===== src/rtl/tach_pkg.sv =====
`timescale 1ns/1ps
package tach_pkg;
  // consecutive low windows required before a wear warning
  localparam int WEAR_STREAK = 3;
  localparam int STREAK_W    = $clog2(WEAR_STREAK + 1);

  typedef struct packed {
    logic stopped;
    logic wear;
  } rotor_flags_t;
endpackage


===== src/rtl/tach_sync_edge.sv =====
`timescale 1ns/1ps
module tach_sync_edge (
  input  logic clk,
  input  logic rst,
  input  logic tach_i,
  output logic rise_o
);
  logic meta_q, sync_q, prev_q;

  always_ff @(posedge clk) begin
    if (rst) begin
      meta_q <= 1'b0;
      sync_q <= 1'b0;
      prev_q <= 1'b0;
    end else begin
      meta_q <= tach_i;
      sync_q <= meta_q;
      prev_q <= sync_q;
    end
  end

  assign rise_o = sync_q & ~prev_q;
endmodule


===== src/rtl/gate_timer.sv =====
`timescale 1ns/1ps
module gate_timer #(
  parameter int GATE_W = 24
) (
  input  logic              clk,
  input  logic              rst,
  input  logic [GATE_W-1:0] gate_len_i,
  output logic              gate_end_o
);
  logic [GATE_W-1:0] tick_q;
  logic [GATE_W-1:0] last_tick;

  assign last_tick  = gate_len_i - GATE_W'(1);
  assign gate_end_o = (tick_q >= last_tick);

  always_ff @(posedge clk) begin
    if (rst)             tick_q <= '0;
    else if (gate_end_o) tick_q <= '0;
    else                 tick_q <= tick_q + GATE_W'(1);
  end

  // gate window ends are isolated pulses when gate_len >= 2
  assert_gate_pulse_R2: assert property (@(posedge clk) disable iff (rst)
    (gate_end_o && gate_len_i > GATE_W'(1)) |=> !gate_end_o);
endmodule


===== src/rtl/tach_channel.sv =====
`timescale 1ns/1ps
module tach_channel
  import tach_pkg::*;
#(
  parameter int CNT_W = 16
) (
  input  logic             clk,
  input  logic             rst,
  input  logic             rise_i,
  input  logic             gate_end_i,
  input  logic [CNT_W-1:0] nominal_i,
  input  logic [CNT_W-1:0] margin_i,
  output logic [CNT_W-1:0] count_o,
  output rotor_flags_t     flags_o
);
  localparam logic [CNT_W-1:0] CNT_MAX = '1;

  logic [CNT_W-1:0]    acc_q;
  logic [CNT_W-1:0]    total;
  logic [CNT_W-1:0]    threshold;
  logic [STREAK_W-1:0] streak_q;
  logic                below;
  logic                empty;

  assign total     = (acc_q == CNT_MAX) ? acc_q : acc_q + CNT_W'(rise_i);
  assign threshold = (nominal_i > margin_i) ? nominal_i - margin_i : '0;
  assign empty     = (total == '0);
  assign below     = (total < threshold);

  always_ff @(posedge clk) begin
    if (rst) begin
      acc_q    <= '0;
      count_o  <= '0;
      streak_q <= '0;
      flags_o  <= '{stopped: 1'b1, wear: 1'b0};
    end else if (gate_end_i) begin
      acc_q           <= '0;
      count_o         <= total;
      flags_o.stopped <= empty;
      if (empty || !below) begin
        streak_q     <= '0;
        flags_o.wear <= 1'b0;
      end else begin
        if (streak_q < STREAK_W'(WEAR_STREAK)) streak_q <= streak_q + STREAK_W'(1);
        flags_o.wear <= (streak_q >= STREAK_W'(WEAR_STREAK - 1));
      end
    end else begin
      acc_q <= total;
    end
  end

  assert_wear_exclusive_R5: assert property (@(posedge clk) disable iff (rst)
    !(flags_o.stopped && flags_o.wear));
  assert_wear_on_window_R4: assert property (@(posedge clk) disable iff (rst)
    !$stable(flags_o.wear) |-> $past(gate_end_i));
  assert_stopped_on_window_R3: assert property (@(posedge clk) disable iff (rst)
    !$stable(flags_o.stopped) |-> $past(gate_end_i));
endmodule


===== src/rtl/fan_pwm.sv =====
`timescale 1ns/1ps
module fan_pwm #(
  parameter int TEMP_W = 12,
  parameter int GAIN_W = 8,
  parameter int DUTY_W = 8
) (
  input  logic              clk,
  input  logic              rst,
  input  logic [TEMP_W-1:0] temp_a_i,
  input  logic [TEMP_W-1:0] temp_b_i,
  input  logic [TEMP_W-1:0] setpoint_i,
  input  logic [GAIN_W-1:0] gain_i,
  input  logic [DUTY_W-1:0] min_duty_i,
  output logic [DUTY_W-1:0] duty_o,
  output logic              pwm_o
);
  localparam int PROD_W = TEMP_W + GAIN_W;
  localparam int SUM_W  = PROD_W + 1;
  localparam logic [DUTY_W-1:0] DUTY_MAX = '1;

  logic [TEMP_W-1:0] hot, excess;
  logic [PROD_W-1:0] boost;
  logic [SUM_W-1:0]  raw;
  logic [DUTY_W-1:0] duty_next;
  logic [DUTY_W-1:0] phase_q;

  always_comb begin
    hot       = (temp_a_i >= temp_b_i) ? temp_a_i : temp_b_i;
    excess    = (hot > setpoint_i) ? hot - setpoint_i : '0;
    boost     = PROD_W'(excess) * PROD_W'(gain_i);
    raw       = SUM_W'(boost) + SUM_W'(min_duty_i);
    duty_next = (raw > SUM_W'(DUTY_MAX)) ? DUTY_MAX : raw[DUTY_W-1:0];
  end

  always_ff @(posedge clk) begin
    if (rst) begin
      duty_o  <= '0;
      phase_q <= '0;
      pwm_o   <= 1'b0;
    end else begin
      duty_o  <= duty_next;
      phase_q <= (phase_q == DUTY_MAX - DUTY_W'(1)) ? '0 : phase_q + DUTY_W'(1);
      pwm_o   <= (phase_q < duty_o);
    end
  end

  assert_duty_floor_R7: assert property (@(posedge clk) disable iff (rst)
    !$past(rst) |-> (duty_o >= $past(min_duty_i)));
  assert_pwm_off_R9: assert property (@(posedge clk) disable iff (rst)
    (!$past(rst) && $past(duty_o) == '0) |-> !pwm_o);
  assert_pwm_full_R9: assert property (@(posedge clk) disable iff (rst)
    (!$past(rst) && $past(duty_o) == DUTY_MAX) |-> pwm_o);
endmodule


===== src/rtl/tach_supervisor.sv =====
`timescale 1ns/1ps
module tach_supervisor
  import tach_pkg::*;
#(
  parameter int N_FAN  = 2,
  parameter int N_PUMP = 2,
  parameter int CNT_W  = 16,
  parameter int GATE_W = 24,
  parameter int TEMP_W = 12,
  parameter int GAIN_W = 8,
  parameter int DUTY_W = 8,
  localparam int N_DEV = N_FAN + N_PUMP
) (
  input  logic                   clk,
  input  logic                   rst,
  input  logic [N_DEV-1:0]       tach_i,
  input  logic [GATE_W-1:0]      gate_len_i,
  input  logic [N_DEV*CNT_W-1:0] nominal_i,
  input  logic [CNT_W-1:0]       margin_i,
  input  logic [TEMP_W-1:0]      temp_a_i,
  input  logic [TEMP_W-1:0]      temp_b_i,
  input  logic [TEMP_W-1:0]      setpoint_i,
  input  logic [GAIN_W-1:0]      gain_i,
  input  logic [DUTY_W-1:0]      min_duty_i,
  output logic [N_DEV*CNT_W-1:0] edge_count_o,
  output logic                   win_done_o,
  output logic [N_DEV-1:0]       stopped_o,
  output logic [N_DEV-1:0]       wear_o,
  output logic                   adc_pwr_ok_o,
  output logic                   afe_pwr_ok_o,
  output logic [DUTY_W-1:0]      fan_duty_o,
  output logic                   fan_pwm_o
);
  logic         gate_end;
  logic [N_DEV-1:0] rise;

  gate_timer #(.GATE_W(GATE_W)) u_gate (
    .clk(clk), .rst(rst), .gate_len_i(gate_len_i), .gate_end_o(gate_end)
  );

  for (genvar d = 0; d < N_DEV; d++) begin : g_dev
    rotor_flags_t flags;

    tach_sync_edge u_sync (
      .clk(clk), .rst(rst), .tach_i(tach_i[d]), .rise_o(rise[d])
    );

    tach_channel #(.CNT_W(CNT_W)) u_chan (
      .clk(clk), .rst(rst),
      .rise_i(rise[d]),
      .gate_end_i(gate_end),
      .nominal_i(nominal_i[d*CNT_W +: CNT_W]),
      .margin_i(margin_i),
      .count_o(edge_count_o[d*CNT_W +: CNT_W]),
      .flags_o(flags)
    );

    assign stopped_o[d] = flags.stopped;
    assign wear_o[d]    = flags.wear;
  end

  always_ff @(posedge clk) begin
    if (rst) begin
      win_done_o   <= 1'b0;
      adc_pwr_ok_o <= 1'b0;
      afe_pwr_ok_o <= 1'b0;
    end else begin
      win_done_o   <= gate_end;
      adc_pwr_ok_o <= ~|stopped_o[N_FAN-1:0];
      afe_pwr_ok_o <= ~|stopped_o[N_FAN-1:0] & ~|stopped_o[N_DEV-1:N_FAN];
    end
  end

  fan_pwm #(.TEMP_W(TEMP_W), .GAIN_W(GAIN_W), .DUTY_W(DUTY_W)) u_pwm (
    .clk(clk), .rst(rst),
    .temp_a_i(temp_a_i), .temp_b_i(temp_b_i), .setpoint_i(setpoint_i),
    .gain_i(gain_i), .min_duty_i(min_duty_i),
    .duty_o(fan_duty_o), .pwm_o(fan_pwm_o)
  );

  assert_afe_needs_adc_R6: assert property (@(posedge clk) disable iff (rst)
    afe_pwr_ok_o |-> adc_pwr_ok_o);
  assert_adc_follows_fans_R6: assert property (@(posedge clk) disable iff (rst)
    (!$past(rst) && $past(|stopped_o[N_FAN-1:0])) |-> !adc_pwr_ok_o);
endmodule


===== config.mk =====
export PLATFORM = sky130hd
export DESIGN_NAME = tach_supervisor
export DESIGN_NICKNAME = d
export VERILOG_FILES = /design/src/rtl/tach_pkg.sv /design/src/rtl/tach_sync_edge.sv /design/src/rtl/gate_timer.sv /design/src/rtl/tach_channel.sv /design/src/rtl/fan_pwm.sv /design/src/rtl/tach_supervisor.sv
export SDC_FILE = /design/constraint.sdc
export NUM_CORES = 1
export LEC_CHECK = 0
export ABC_AREA = 1
export BUFFER_PORTS_ARGS = -buffer_cell sky130_fd_sc_hd__buf_4
export CORE_MARGIN = 3
export CORE_UTILIZATION = 55
export DETAILED_ROUTE_END_ITERATION = 7
export PLACE_DENSITY_LB_ADDON = 0.08
export SYNTH_ARGS = -nofsm -noshare
export SYNTH_HDL_FRONTEND = slang
export SYNTH_HIERARCHICAL = 1
export SYNTH_SLANG_ARGS = --single-unit

===== constraint.sdc =====
create_clock -name clk -period 6.1 [get_ports clk]
set_input_delay 0.305 -clock clk [delete_from_list [all_inputs] [get_ports clk]]
set_output_delay 0.305 -clock clk [all_outputs]
set_load 0.02 [all_outputs]

# Word level (Yosys, flattened, before mapping)
# Cells that the tools add are included.
[word_totals]
reg_bits = 200
input_bits = 162
out_inout_bits = 84
elab_cells = 141
[classes]
addsub = 17
n_mul = 1
order_cmp = 21
eq_ne = 5
muxes = 23
bitwise = 9
reduce_logical = 26
[ops]
columns = ["cell", "count"]
rows = [
  ["two-way mux 16 bit", 8],
  ["adder 16 x 1 -> 16 bit", 4],
  ["equality test 16 bit (second input constant)", 4],
  ["greater-than comparator 16 bit", 4],
  ["zero test 16 bit", 4],
  ["< comparator 16 bit", 4],
  ["subtractor 16 bit", 4],
  ["adder 24 x 1 -> 24 bit (second input constant)", 1],
  [">= comparator 24 bit", 1],
  ["two-way mux 12 bit", 2],
  ["subtractor 24 x 1 -> 24 bit (second input constant)", 1],
  ["adder 20 x 8 -> 21 bit", 1],
  ["greater-than comparator 21 x 8 -> 1 bit (second input constant)", 1],
  ["multiplier 12 x 8 -> 20 bit", 1],
  ["two-way mux 2 bit", 8],
  [">= comparator 12 bit", 1],
  ["greater-than comparator 12 bit", 1],
  ["subtractor 12 bit", 1],
  ["adder 2 x 1 -> 2 bit (second input constant)", 4],
  ["adder 8 x 1 -> 8 bit (second input constant)", 1],
  ["equality test 8 bit (second input constant)", 1],
  [">= comparator 2 bit (second input constant)", 4],
  ["< comparator 2 bit (second input constant)", 4],
  ["< comparator 8 bit", 1],
  ["9 further kinds", 36],
]

# Longest topological paths before layout
# Gate-level depths: netlist of run 1.
[depth]
depth_word = 9
mapped_depth = 44
mapped_depth_nobuf = 43

# By module
# The synthesis of run 1 kept the hierarchy.
[modules_own_cells]
columns = ["mod", "instances", "cells_per_inst", "area_each_um2", "seq_area_each_um2"]
rows = [
  ["tach_channel (g_dev[0].u_chan ...)", 3, 429, 2920.3, 720.7],
  ["fan_pwm", 1, 841, 5693.0, 340.3],
  ["tach_channel (g_dev[3].u_chan)", 1, 434, 2889.0, 720.7],
  ["gate_timer", 1, 364, 2336.0, 480.5],
  ["tach_sync_edge", 4, 10, 86.3, 60.1],
  ["tach_supervisor", 1, 13, 100.1, 60.1],
]

# Least setup slack after synthesis of run 1
# No wires, ideal clock.
[synth_timing]
kind = "input to register"
startpoint = "input port temp_b_i[7]"
endpoint = "register u_pwm.duty_o[0]"
setup_time_ps = 111
arrival_ps = 6532
required_ps = 5989
setup_slack_ps = -542
path_stages = 40
n_path_buf = 1
path_cell_list = "inv_1 > ha_1 > a21oi_1 > o21ai_0 > a21oi_1 > nand3_1 > clkbuf_1 > nand2_1 > o21ai_0 > ha_1 > fa_1 > o21ai_2 > nand3_1 > and2_4 > o21ai_2 > nand2_1 > nand3_1 > nand2_2 > [... 4 more ...] > inv_1 > fa_1 > inv_1 > fa_1 > inv_1 > ha_1 > nand2_1 > inv_1 > a21oi_1 > nor3_1 > nor2_1 > nand2_1 > nand2_1 > nand2_1 > nor2_4 > nand3_1 > nand2_1 > inv_1"
[synth_via]
elab_chain_cells = 8
elab_cells_between_ends = 9
cone_classes = "2 x add/sub; 1 x mul; 3 x order compare; 3 x mux"
[synth_rtl]
columns = ["item", "line", "text"]
rows = [
  ["from (decl)", "tach_supervisor.sv:21", "input logic [TEMP_W-1:0] temp_b_i,"],
  [">= comparator 12 bit", "fan_pwm.sv:28", "hot = (temp_a_i >= temp_b_i) ? temp_a_i : temp_b_i;"],
  ["two-way mux 12 bit *", "fan_pwm.sv:28", ""],
  ["subtractor 12 bit or greater-than comparator 12 bit (tied branches)", "fan_pwm.sv:29", "excess = (hot > setpoint_i) ? hot - setpoint_i : '0;"],
  ["two-way mux 12 bit *", "fan_pwm.sv:29", ""],
  ["multiplier 12 x 8 -> 20 bit *", "fan_pwm.sv:30", "boost = PROD_W'(excess) * PROD_W'(gain_i);"],
  ["adder 20 x 8 -> 21 bit *", "fan_pwm.sv:31", "raw = SUM_W'(boost) + SUM_W'(min_duty_i);"],
  ["greater-than comparator 21 x 8 -> 1 bit", "fan_pwm.sv:32", "duty_next = (raw > SUM_W'(DUTY_MAX)) ? DUTY_MAX : raw[DUTY_W-1:0];"],
  ["two-way mux 8 bit *", "fan_pwm.sv:32", ""],
  ["to (signal assigned)", "fan_pwm.sv:41", "duty_o <= duty_next;"],
  ["to (decl)", "fan_pwm.sv:14", "output logic [DUTY_W-1:0] duty_o,"],
]
# Mark *: on every way between the ends. The rest lies on a longest branch, timed or not.
# A chain may end at the register's enable or synchronous reset.

# Worst setup path in the final report of run 1
[layout_timing]
startpoint = "input port temp_a_i[3]"
endpoint = "register u_pwm.duty_o[7]"
[layout_via]
elab_chain_cells = 8
elab_cells_between_ends = 9
cone_classes = "2 x add/sub; 1 x mul; 3 x order compare; 3 x mux"
[layout_rtl]
columns = ["item", "line", "text"]
rows = [
  ["from (decl)", "tach_supervisor.sv:20", "input logic [TEMP_W-1:0] temp_a_i,"],
  [">= comparator 12 bit", "fan_pwm.sv:28", ""],
  ["two-way mux 12 bit *", "fan_pwm.sv:28", ""],
  ["subtractor 12 bit or greater-than comparator 12 bit (tied branches)", "fan_pwm.sv:29", ""],
  ["two-way mux 12 bit *", "fan_pwm.sv:29", ""],
  ["multiplier 12 x 8 -> 20 bit *", "fan_pwm.sv:30", ""],
  ["adder 20 x 8 -> 21 bit *", "fan_pwm.sv:31", ""],
  ["greater-than comparator 21 x 8 -> 1 bit", "fan_pwm.sv:32", ""],
  ["two-way mux 8 bit *", "fan_pwm.sv:32", ""],
]
# Marked as above.

==> reports/results.tsv, run 1 <==
stage	metric	value	unit
cts	clk slew on worst S/H paths	80	ps
layout	Nets	3802	
floorplan	Cell Rows	69	
yosys	Synth Warn #	6	
worst_setup_path	r2r setup slk	2880	ps
grt	gr usage total	28.12	%
layout	leading cell type in the layout, fill and taps excluded	nand2_1	
outcome	status	finished, violations left	
cts	CTS sink count	200	
yosys	post-synth net total	3461	
worst_setup_path	CP max FO	8	
yosys	sequential share of the synthesized area	19.90	%
worst_hold_path	hold path cells	3	
grt	total gr overflow	0	
placed_design	DP Worst Slack	-937.2	ps
grt	initial antenna violation count	3	
cts	CTS buffer count	17	
timing	Tmin final	6520	ps
grt	met3 Track Usage GR	3.377	%
worst_setup_path	Req. time, crit path	6440	ps
worst_setup_path	crit path launch	temp_a_i[3]	
floorplan	Die Width	197.3	microns
worst_setup_path	Crit-path slowest cell	fa_1	
floorplan	core area	0.03583	sq mm
timing	Setup Skew	11.95	ps
worst_setup_path	max incr delay on CP	520	ps
flow_run	Maximum Capacitance Violations	0	
timing	Finish-stage setup viols	8	
cts	H-Tree Depth	4	
placed_design	RePlAce Congestion	0.9561	
route	number of DRC markers in iteration 0	1041	
layout	Area Growth Syn to Fin	24.05	%
cts	clk_lat worst skew	450	ps
timing	final setup margin	-419.9	ps
floorplan	die area	0.03892	sq mm
route	Post-route DRC	0	
yosys	XOR/XNOR Fraction of Synth Area	4.483	%
outcome	failing checks	negative setup slack	
timing	Final period util	106.9	%
layout	Layout fillers	3075	
route	DRT Pass-1 Iters	5	
floorplan	Starting Density	56.17	%
worst_setup_path	Worst Setup Start Kind	input pin	
worst_setup_path	Setup CP Type	input pin to flip-flop	
grt	most used routing layer	met2	
placed_design	port bufs	245	
yosys	Synth Area in Adders	22.62	%
worst_hold_path	worst hold start	tach_i[2]	
placed_design	DPL Wire Length	45370	microns
timing	WHS	65.73	ps
pwr	Leakage	12.95	nW
pwr	peak supply drop	400.1	uV
worst_setup_path	FF-to-FF End	g_dev[2].u_chan/streak_q[1]$_SDFFE_PP0P_	
timing	Final Max Slew Viols	0	
worst_setup_path	data arrival time of the critical path	6860	ps
worst_setup_path	Worst R2R Start	g_dev[2].u_sync/sync_q$_SDFF_PP0_	
grt	largest net degree at the start of global routing	26	
layout	Final Util	69.68	%
pwr	PD cells	288.0	mW/mm^2
yosys	mux cell area share after synthesis	0	%
timing	Fmax achieved	153.4	MHz
yosys	flops & latches, synth	200	
cts	CTS tree	built	
yosys	Synth Area in Compound Gates	8.810	%
route	routed wire length	57120	microns
route	WL/cell	15.04	microns
grt	first-pass GRT wire length	90150	microns
grt	number of global-route vias before repair	19240	
timing	max_slew headroom	35.79	%
timing	final setup TNS	-3246	ps
layout	most frequent cells in the layout	647 x nand2_1, 479 x inv_1, 325 x buf_4, 304 x nor2_1, 224 x ha_1	
timing	Worst Max-Slew Pin Slew	960.8	ps
yosys	Syn Inst Count	2979	
route	vias per cell	5.225	
cts	clk root buf	clkbuf_16	
layout	share of cells above drive strength 1	23.82	%
grt	Global Route met2 Usage	49.27	%
grt	GR Layer Usage met1	35.43	%
yosys	Post-Synth Simple-Gate Area	32.85	%
floorplan	I/O pins	246	
worst_setup_path	endpoint class of the critical path	flip-flop	
worst_setup_path	R2R cell count	19	
yosys	syn avg cell area	6.755	sq um
floorplan	Die Height	197.3	microns
yosys	largest family of logic cells by synthesized area	simple AND/OR/NAND/NOR gates	
timing	unrepaired setup endpoints after global routing	yes	
worst_hold_path	Hold EP	g_dev[2].u_sync/meta_q$_SDFF_PP0_	
yosys	synthesized area	0.02012	sq mm
pwr	Power, Total	7.191	mW
cts	clk buf depth	2	
yosys	Synth cell types	53	
route	vias	19840	
timing	Fin. Hold Viols	0	
route	ANT nets after route	0	
worst_setup_path	Crit path top cell by count	nand2_2	
worst_hold_path	worst hold path class	input pin to flip-flop	
-- timing repair --
item,4_1_cts,5_1_grt
resized for setup,102,140
endpoints found under the setup margin,8,8
hold buffers,0,0
setup buffers,18,9
cloned,2,0
pin swaps,76,67
-- worst max path at each step --
stage	depth (start not counted)	slack [ps]	end
6_report	40	-420	u_pwm/duty_o[7]$_SDFF_PP0_
5_1_grt	44	-630	u_pwm/duty_o[5]$_SDFF_PP0_
4_1_cts	41	-180	u_pwm/duty_o[7]$_SDFF_PP0_
3_5_place_dp	40	-940	u_pwm/duty_o[4]$_SDFF_PP0_
3_3_place_gp	41	-730	u_pwm/duty_o[0]$_SDFF_PP0_
2_1_floorplan	42	-220	u_pwm/duty_o[1]$_SDFF_PP0_
-- synth_stat cells (all sizes together) --
library cell  number  area share (%)
nor4               1           0.031
inv              557              10
a21oi            126             3.2
nand2            733              14
nor2             384             8.2
buf               12            0.50
a31o               4            0.17
o2111ai            6            0.29
fa                73             7.3
o221a              4            0.22
nand4             51             1.6
or2               31            0.96
xor2              72             3.1
and3               1           0.031
clkbuf            18            0.34
o21bai             9            0.34
a21o               4            0.15
and2               8            0.26
a211oi             8            0.30
clkinv             4           0.075
dfxtp            200              20
a31oi              6            0.19
o21ai            121             3.1
nand3b            14            0.52
a21boi            16            0.60
xnor2             31             1.3
ha               247              15
a22o               6            0.26
nor3b              5            0.26
nor3              48             1.7
nand3            179             5.0
-- report_power, final --
part | leakage [nW] | internal [mW] | switching (mW)
Sequential | 1.62 | 1.32 | 0.0107
Combinational | 11.0 | 2.00 | 2.65
Clock | 0.305 | 0.637 | 0.574
-- metrics by stage --
stage | area, sq um | instances
after floorplan | 20390 | 2979
after global placement | 23210 | 3733
after detailed placement | 23210 | 3733
after CTS | 24380 | 3785
after global routing | 24960 | 3796
final | 24970 | 3797
-- metal layers --
| metal | vias to the layer above | routed length [microns] |
|---|---|---|
| met5 | - | 13 |
| li1 | 10080 | - |
| met4 | 2 | 2277 |
| met2 | 485 | 28010 |
| met3 | 138 | 2313 |
| met1 | 9131 | 24500 |
-- kinds of logic after synthesis --
logic type | after synthesis
flops | 200
xor+xnor | 103
simple gates | 1455
fa+ha+maj | 320
compound gates | 310
buf+inv | 591
-- final cells by class --
| cell class | instances | area (sq um) | share of cell area (%) |
|---|---|---|---|
| flip-flops and latches | 200 | 4004 | 16.04 |
| diodes | 3 | 7.507 | 0.03007 |
| inverters | 561 | 2151 | 8.615 |
| clock buffers | 19 | 442.9 | 1.774 |
| well taps | 461 | 576.8 | 2.310 |
| repair buffers | 351 | 2766 | 11.08 |
| clock inverters | 13 | 180.2 | 0.7217 |
| multi-input cells | 2189 | 14840 | 59.43 |
-- registers in the layout, summed over array words and instances (netlist names) --
signal                 flops
g_dev.u_chan/flags_o       8
win_done_o                 1
g_dev.u_chan/count_o      64
g_dev.u_sync/sync_q        4
g_dev.u_chan/streak_q      8
u_pwm/pwm_o                1
u_pwm/phase_q              8
adc_pwr_ok_o               1
g_dev.u_chan/acc_q        64
afe_pwr_ok_o               1
u_pwm/duty_o               8
u_gate/tick_q             24
g_dev.u_sync/meta_q        4
g_dev.u_sync/prev_q        4
-- critical path, delay by kind of cell --
family	cells	cell delay, ps
adders and majority gates	7	2870
xor gates and xnor gates	1	80
AOI/OAI and AO/OA	3	480
buffers and inverters	8	780
and+or+nand+nor	21	2320
Power figures use the tool's default switching activity.
==> inputs of run 2 (changes only) <==
==> constraint.sdc (replaced) <==
create_clock -name clk -period 6.1 [get_ports clk]
set_input_delay 0.915 -clock clk [delete_from_list [all_inputs] [get_ports clk]]
set_output_delay 0.915 -clock clk [all_outputs]
set_load 0.02 [all_outputs]
==> reports/results.tsv, run 2 (same netlist as run 1, synthesis figures left out) <==
stage	metric	value	unit
cts	clk_lat worst skew	450	ps
floorplan	Die Width	197.3	microns
timing	Setup Skew	12.13	ps
cts	CTS sink count	200	
timing	final setup margin	-838.7	ps
cts	CTS tree	built	
worst_setup_path	CP max FO	8	
route	Post-route DRC	0	
worst_setup_path	Worst R2R Start	g_dev[2].u_sync/sync_q$_SDFF_PP0_	
worst_setup_path	Crit path top cell by count	nand2_1	
worst_setup_path	data arrival time of the critical path	7280	ps
route	WL/cell	14.76	microns
grt	gr usage total	28.19	%
grt	first-pass GRT wire length	90580	microns
worst_setup_path	max incr delay on CP	540	ps
layout	share of cells above drive strength 1	23.61	%
timing	unrepaired setup endpoints after global routing	yes	
grt	largest net degree at the start of global routing	26	
layout	Area Growth Syn to Fin	23.53	%
floorplan	die area	0.03892	sq mm
flow_run	Maximum Capacitance Violations	0	
worst_setup_path	endpoint class of the critical path	flip-flop	
worst_hold_path	worst hold start	g_dev[2].u_sync/meta_q$_SDFF_PP0_	
timing	max_slew headroom	44.64	%
worst_setup_path	r2r setup slk	2900	ps
floorplan	Starting Density	56.17	%
cts	clk buf depth	2	
route	ANT nets after route	0	
worst_setup_path	Setup CP Type	input pin to flip-flop	
route	routed wire length	55920	microns
worst_setup_path	buffer and inverter count on the worst path	9	
route	DRT Pass-1 Iters	6	
layout	register area	0.004004	sq mm
cts	CTS buffer count	17	
timing	Worst Max-Slew Pin Slew	828.5	ps
pwr	Leakage	12.93	nW
layout	Layout fillers	3071	
worst_setup_path	R2R cell count	20	
worst_setup_path	Req. time, crit path	6440	ps
cts	clk root buf	clkbuf_16	
layout	most frequent cells in the layout	645 x nand2_1, 478 x inv_1, 322 x buf_4, 302 x nor2_1, 225 x ha_1	
route	vias per cell	5.254	
timing	Fin. Hold Viols	0	
timing	Finish-stage setup viols	8	
outcome	status	finished, violations left	
cts	H-Tree Depth	4	
timing	Tmin final	6939	ps
placed_design	DPL Wire Length	45160	microns
worst_setup_path	Worst Setup Start Kind	input pin	
layout	Nets	3794	
grt	total gr overflow	0	
timing	final setup TNS	-6618	ps
grt	initial antenna violation count	3	
worst_hold_path	Hold EP	g_dev[2].u_sync/sync_q$_SDFF_PP0_	
floorplan	I/O pins	246	
route	vias	19910	
worst_setup_path	Crit-path slowest cell	fa_1	
worst_setup_path	crit-path leading delay family	adder cells	
floorplan	Die Height	197.3	microns
timing	Fmax achieved	144.1	MHz
placed_design	port bufs	245	
placed_design	RePlAce Congestion	0.9592	
worst_hold_path	hold path cells	2	
placed_design	DP Worst Slack	-1461	ps
placed_design	placed inst area	0.02321	sq mm
grt	number of global-route vias before repair	19270	
layout	leading cell type in the layout, fill and taps excluded	nand2_1	
floorplan	core area	0.03583	sq mm
worst_setup_path	FF-to-FF End	g_dev[2].u_chan/streak_q[0]$_SDFFE_PP0P_	
timing	WHS	408.5	ps
layout	post-route design area	0.02486	sq mm
layout	multi-input combinational cell area	0.01482	sq mm
layout	biggest regs	g_dev.u_chan/acc_q x64, g_dev.u_chan/count_o x64, u_gate/tick_q x24	
timing	Final Max Slew Viols	0	
floorplan	Cell Rows	69	
route	number of DRC markers in iteration 0	1050	
worst_hold_path	worst hold path class	flip-flop to flip-flop	
pwr	PD cells	281.3	mW/mm^2
outcome	failing checks	negative setup slack	
layout	Final Util	69.39	%
pwr	peak supply drop	340.5	uV
timing	Final period util	113.7	%
cts	# hold bufs at CTS	0	
cts	clk slew on worst S/H paths	80	ps
run 2: cell count changes in the layout (fill, tap and decap cells not counted), sizes merged:
cell    change
nand2       +1
clkinv      +2
buf        -10
inv         -1
run 2: area by class of cell:
type	count	area share, %
repair buffers	342	10.80
well taps	461	2.320
flip-flops and latches	200	16.11
clock buffers	18	1.726
inverters	561	8.662
multi-input cells	2190	59.61
clock inverters	14	0.7449
diodes	3	0.03020
run 2: where the power goes:
| part | internal (mW) | switching [mW] | leakage (nW) |
|---|---|---|---|
| sequential | 1.32 | 0.0104 | 1.62 |
| clock | 0.624 | 0.562 | 0.301 |
| combinational | 1.94 | 2.54 | 11.0 |
run 2: through the flow:
| stage | power (mW) | cells |
|---|---|---|
| finish | 6.994 | 3789 |
| global route | 7.564 | 3789 |
| global placement | 4.882 | 3733 |
| detailed placement | 4.933 | 3733 |
| CTS | 6.456 | 3777 |
| floorplan | 3.899 | 2979 |
run 2: worst max-delay path by stage:
| stage | cells past startpoint | slack [ps] | endpoint | start |
|---|---|---|---|---|
| floorplan | 42 | -830 | u_pwm/duty_o[1]$_SDFF_PP0_ | temp_b_i[7] |
| global placement | 41 | -1360 | u_pwm/duty_o[0]$_SDFF_PP0_ | temp_b_i[7] |
| detailed placement | 41 | -1460 | u_pwm/duty_o[2]$_SDFF_PP0_ | temp_b_i[11] |
| CTS | 41 | -770 | u_pwm/duty_o[4]$_SDFF_PP0_ | temp_b_i[11] |
| global route | 40 | -1120 | u_pwm/duty_o[3]$_SDFF_PP0_ | temp_a_i[9] |
| finish | 41 | -840 | u_pwm/duty_o[5]$_SDFF_PP0_ | temp_a_i[9] |
run 2: routing by layer:
layer | GRT usage, % | share of wire, %
met1 | 35.42 | 44
met2 | 50.30 | 50
met3 | 3.292 | 3.6
met4 | 9.504 | 3.2
met5 | 0 | 0
run 2: worst reg2reg max path: cells and delay by family (launching register included):
kind            cells  cell delay [ps]
simple gates       11             1230
buf+inv             3              210
xor+xnor            1              190
compound gates      2              420
fa+ha+maj           3              740
flops               1              310
run 2: timing repair:
item                                    in CTS  in global routing
resized for setup                          100                134
endpoints found under the setup margin       8                  8
cloned                                       2                  1
pin swaps                                   70                101
buffers inserted                            10                  8
==> inputs of run 3 (changes only) <==
CORE_ASPECT_RATIO = 0.75   (was not set)
==> reports/results.tsv, run 3 (same netlist as run 1, synthesis figures left out) <==
stage	metric	value	unit
outcome	status	finished, violations left	
outcome	failing checks	negative setup slack	
layout	leading cell type in the layout, fill and taps excluded	nand2_1	
worst_setup_path	Critical Path Sink	u_pwm/duty_o[0]$_SDFF_PP0_	
route	DRT Pass-1 Iters	5	
timing	Setup Skew	16.46	ps
floorplan	die area	0.03894	sq mm
pwr	Leakage	13.02	nW
route	vias	20020	
layout	biggest regs	g_dev.u_chan/acc_q x64, g_dev.u_chan/count_o x64, u_gate/tick_q x24	
cts	# hold bufs at CTS	0	
route	Post-route DRC	0	
timing	Tmin final	7151	ps
placed_design	placed inst area	0.02333	sq mm
timing	Final Max Slew Viols	0	
layout	Area Growth Syn to Fin	24.71	%
layout	share of cells above drive strength 1	24.12	%
cts	CTS tree	built	
floorplan	Die Width	226.9	microns
worst_setup_path	endpoint class of the critical path	flip-flop	
flow_run	Maximum Capacitance Violations	0	
worst_hold_path	worst hold path class	flip-flop to flip-flop	
worst_setup_path	r2r setup slk	2780	ps
layout	multi-input combinational cell area	0.01486	sq mm
route	routed wire length	59130	microns
timing	max_slew headroom	38.56	%
floorplan	Cell Rows	60	
timing	final setup TNS	-8279	ps
timing	Fmax achieved	139.8	MHz
layout	Layout fillers	3082	
worst_setup_path	R2R cell count	11	
worst_setup_path	max incr delay on CP	570	ps
route	number of DRC markers in iteration 0	1275	
grt	largest net degree at the start of global routing	26	
worst_setup_path	Worst Setup Start Kind	input pin	
worst_setup_path	buffer and inverter count on the worst path	11	
cts	CTS sink count	200	
layout	Nets	3819	
cts	H-Tree Depth	4	
route	vias per cell	5.246	
worst_setup_path	data arrival time of the critical path	7500	ps
cts	CTS buffer count	17	
placed_design	port bufs	245	
timing	Final period util	117.2	%
floorplan	core area	0.03596	sq mm
grt	initial antenna violation count	1	
layout	Diodes inserted	0	
pwr	PD cells	279.1	mW/mm^2
worst_setup_path	Req. time, crit path	6450	ps
floorplan	I/O pins	246	
floorplan	Die Height	171.7	microns
cts	clk_lat worst skew	460	ps
grt	gr usage total	30.22	%
worst_setup_path	crit path launch	temp_a_i[0]	
worst_setup_path	Setup CP Type	input pin to flip-flop	
pwr	peak supply drop	884.8	uV
placed_design	RePlAce Congestion	1.015	
worst_setup_path	Crit-path slowest cell	fa_1	
grt	number of global-route vias before repair	19420	
timing	Finish-stage setup viols	8	
worst_setup_path	Worst R2R Start	u_gate/tick_q[21]$_SDFF_PP0_	
cts	clk root buf	clkbuf_16	
timing	final setup margin	-1051	ps
placed_design	DPL Wire Length	47730	microns
worst_setup_path	CP Depth	40	
worst_setup_path	FF-to-FF End	g_dev[0].u_chan/flags_o[1]$_SDFFE_PP1P_	
cts	clk buf depth	2	
layout	post-route design area	0.02510	sq mm
timing	unrepaired setup endpoints after global routing	yes	
worst_setup_path	CP max FO	8	
cts	clk slew on worst S/H paths	70	ps
route	ANT nets after route	0	
layout	register area	0.004004	sq mm
worst_setup_path	crit-path leading delay family	adder cells	
layout	most frequent cells in the layout	650 x nand2_1, 478 x inv_1, 342 x buf_4, 303 x nor2_1, 222 x ha_1	
grt	first-pass GRT wire length	95260	microns
grt	total gr overflow	0	
timing	Fin. Hold Viols	0	
timing	Worst Max-Slew Pin Slew	919.4	ps
floorplan	Starting Density	55.96	%
route	WL/cell	15.50	microns
[run 3: changes by cell type in the layout (fill, tap and decap cells not counted), moves of 5 or more]
cell,change
buf_6,+10
buf_4,+20
ha_4,+5
a21oi_2,-6
nand2_1,+5
o21ai_1,-5
[run 3: worst min-delay path by stage]
stage / slack (ps) / startpoint / end / cells past startpoint
6_report: 410 / g_dev[0].u_sync/meta_q$_SDFF_PP0_ / g_dev[0].u_sync/sync_q$_SDFF_PP0_ / 2
5_1_grt: 430 / g_dev[0].u_sync/meta_q$_SDFF_PP0_ / g_dev[0].u_sync/sync_q$_SDFF_PP0_ / 2
4_1_cts: 410 / g_dev[3].u_sync/meta_q$_SDFF_PP0_ / g_dev[3].u_sync/sync_q$_SDFF_PP0_ / 2
3_5_place_dp: 400 / g_dev[2].u_sync/meta_q$_SDFF_PP0_ / g_dev[2].u_sync/sync_q$_SDFF_PP0_ / 2
3_3_place_gp: 390 / g_dev[2].u_sync/meta_q$_SDFF_PP0_ / g_dev[2].u_sync/sync_q$_SDFF_PP0_ / 2
2_1_floorplan: 390 / g_dev[0].u_sync/meta_q$_SDFF_PP0_ / g_dev[0].u_sync/sync_q$_SDFF_PP0_ / 2
[run 3: layout make-up]
type	instances	share of cell area, %
Multi-Input combinational cell	2189	59.23
Sequential cell	200	15.95
Timing Repair Buffer	368	11.45
Inverter	561	8.580
Tap cell	465	2.318
Clock buffer	18	1.750
Clock inverter	14	0.7229
[run 3: timing repair]
| action | in CTS | in global routing |
|---|---|---|
| endpoints found under the hold margin | 0 | 0 |
| pin swaps | 113 | 73 |
| gates cloned | 1 | 0 |
| endpoints found under the setup margin | 8 | 8 |
| setup buffers | 20 | 10 |
| resized for setup | 184 | 49 |
[run 3: per-stage QoR]
step                      hold slack (ps)  setup WS [ps]  power [mW]  cells  util (%)
after floorplan                     388.3         -826.1       3.899   2979         -
after global placement              390.2          -1545       4.975   3752     64.87
after detailed placement            402.5          -1703       5.012   3752     64.87
after CTS                           411.4         -731.9       6.737   3805     69.01
after global routing                427.3          -1373       7.553   3815     69.79
final                               412.3          -1051       7.004   3815     69.79
[run 3: routing by layer]
metal | GRT usage (%) | vias to the layer above | share of wire (%)
met5 | 0 | - | 0
met4 | 9.273 | 0 | 2.7
met3 | 6.091 | 104 | 6.2
met2 | 47.06 | 544 | 44
met1 | 42.30 | 9243 | 48
li1 | - | 10120 | -
[run 3: report_power, final]
part | total (mW) | internal, mW | switching (mW) | leakage (nW)
sequential | 1.33 | 1.32 | 0.0116 | 1.62
combinational | 4.49 | 1.90 | 2.59 | 11.1
clock | 1.18 | 0.573 | 0.609 | 0.298
[run 3: tightest hold or removal path, stage by stage, from the launching register on]
cell and delay [ps]:
dfxtp_1 300, inv_1 40, nor2_1 30
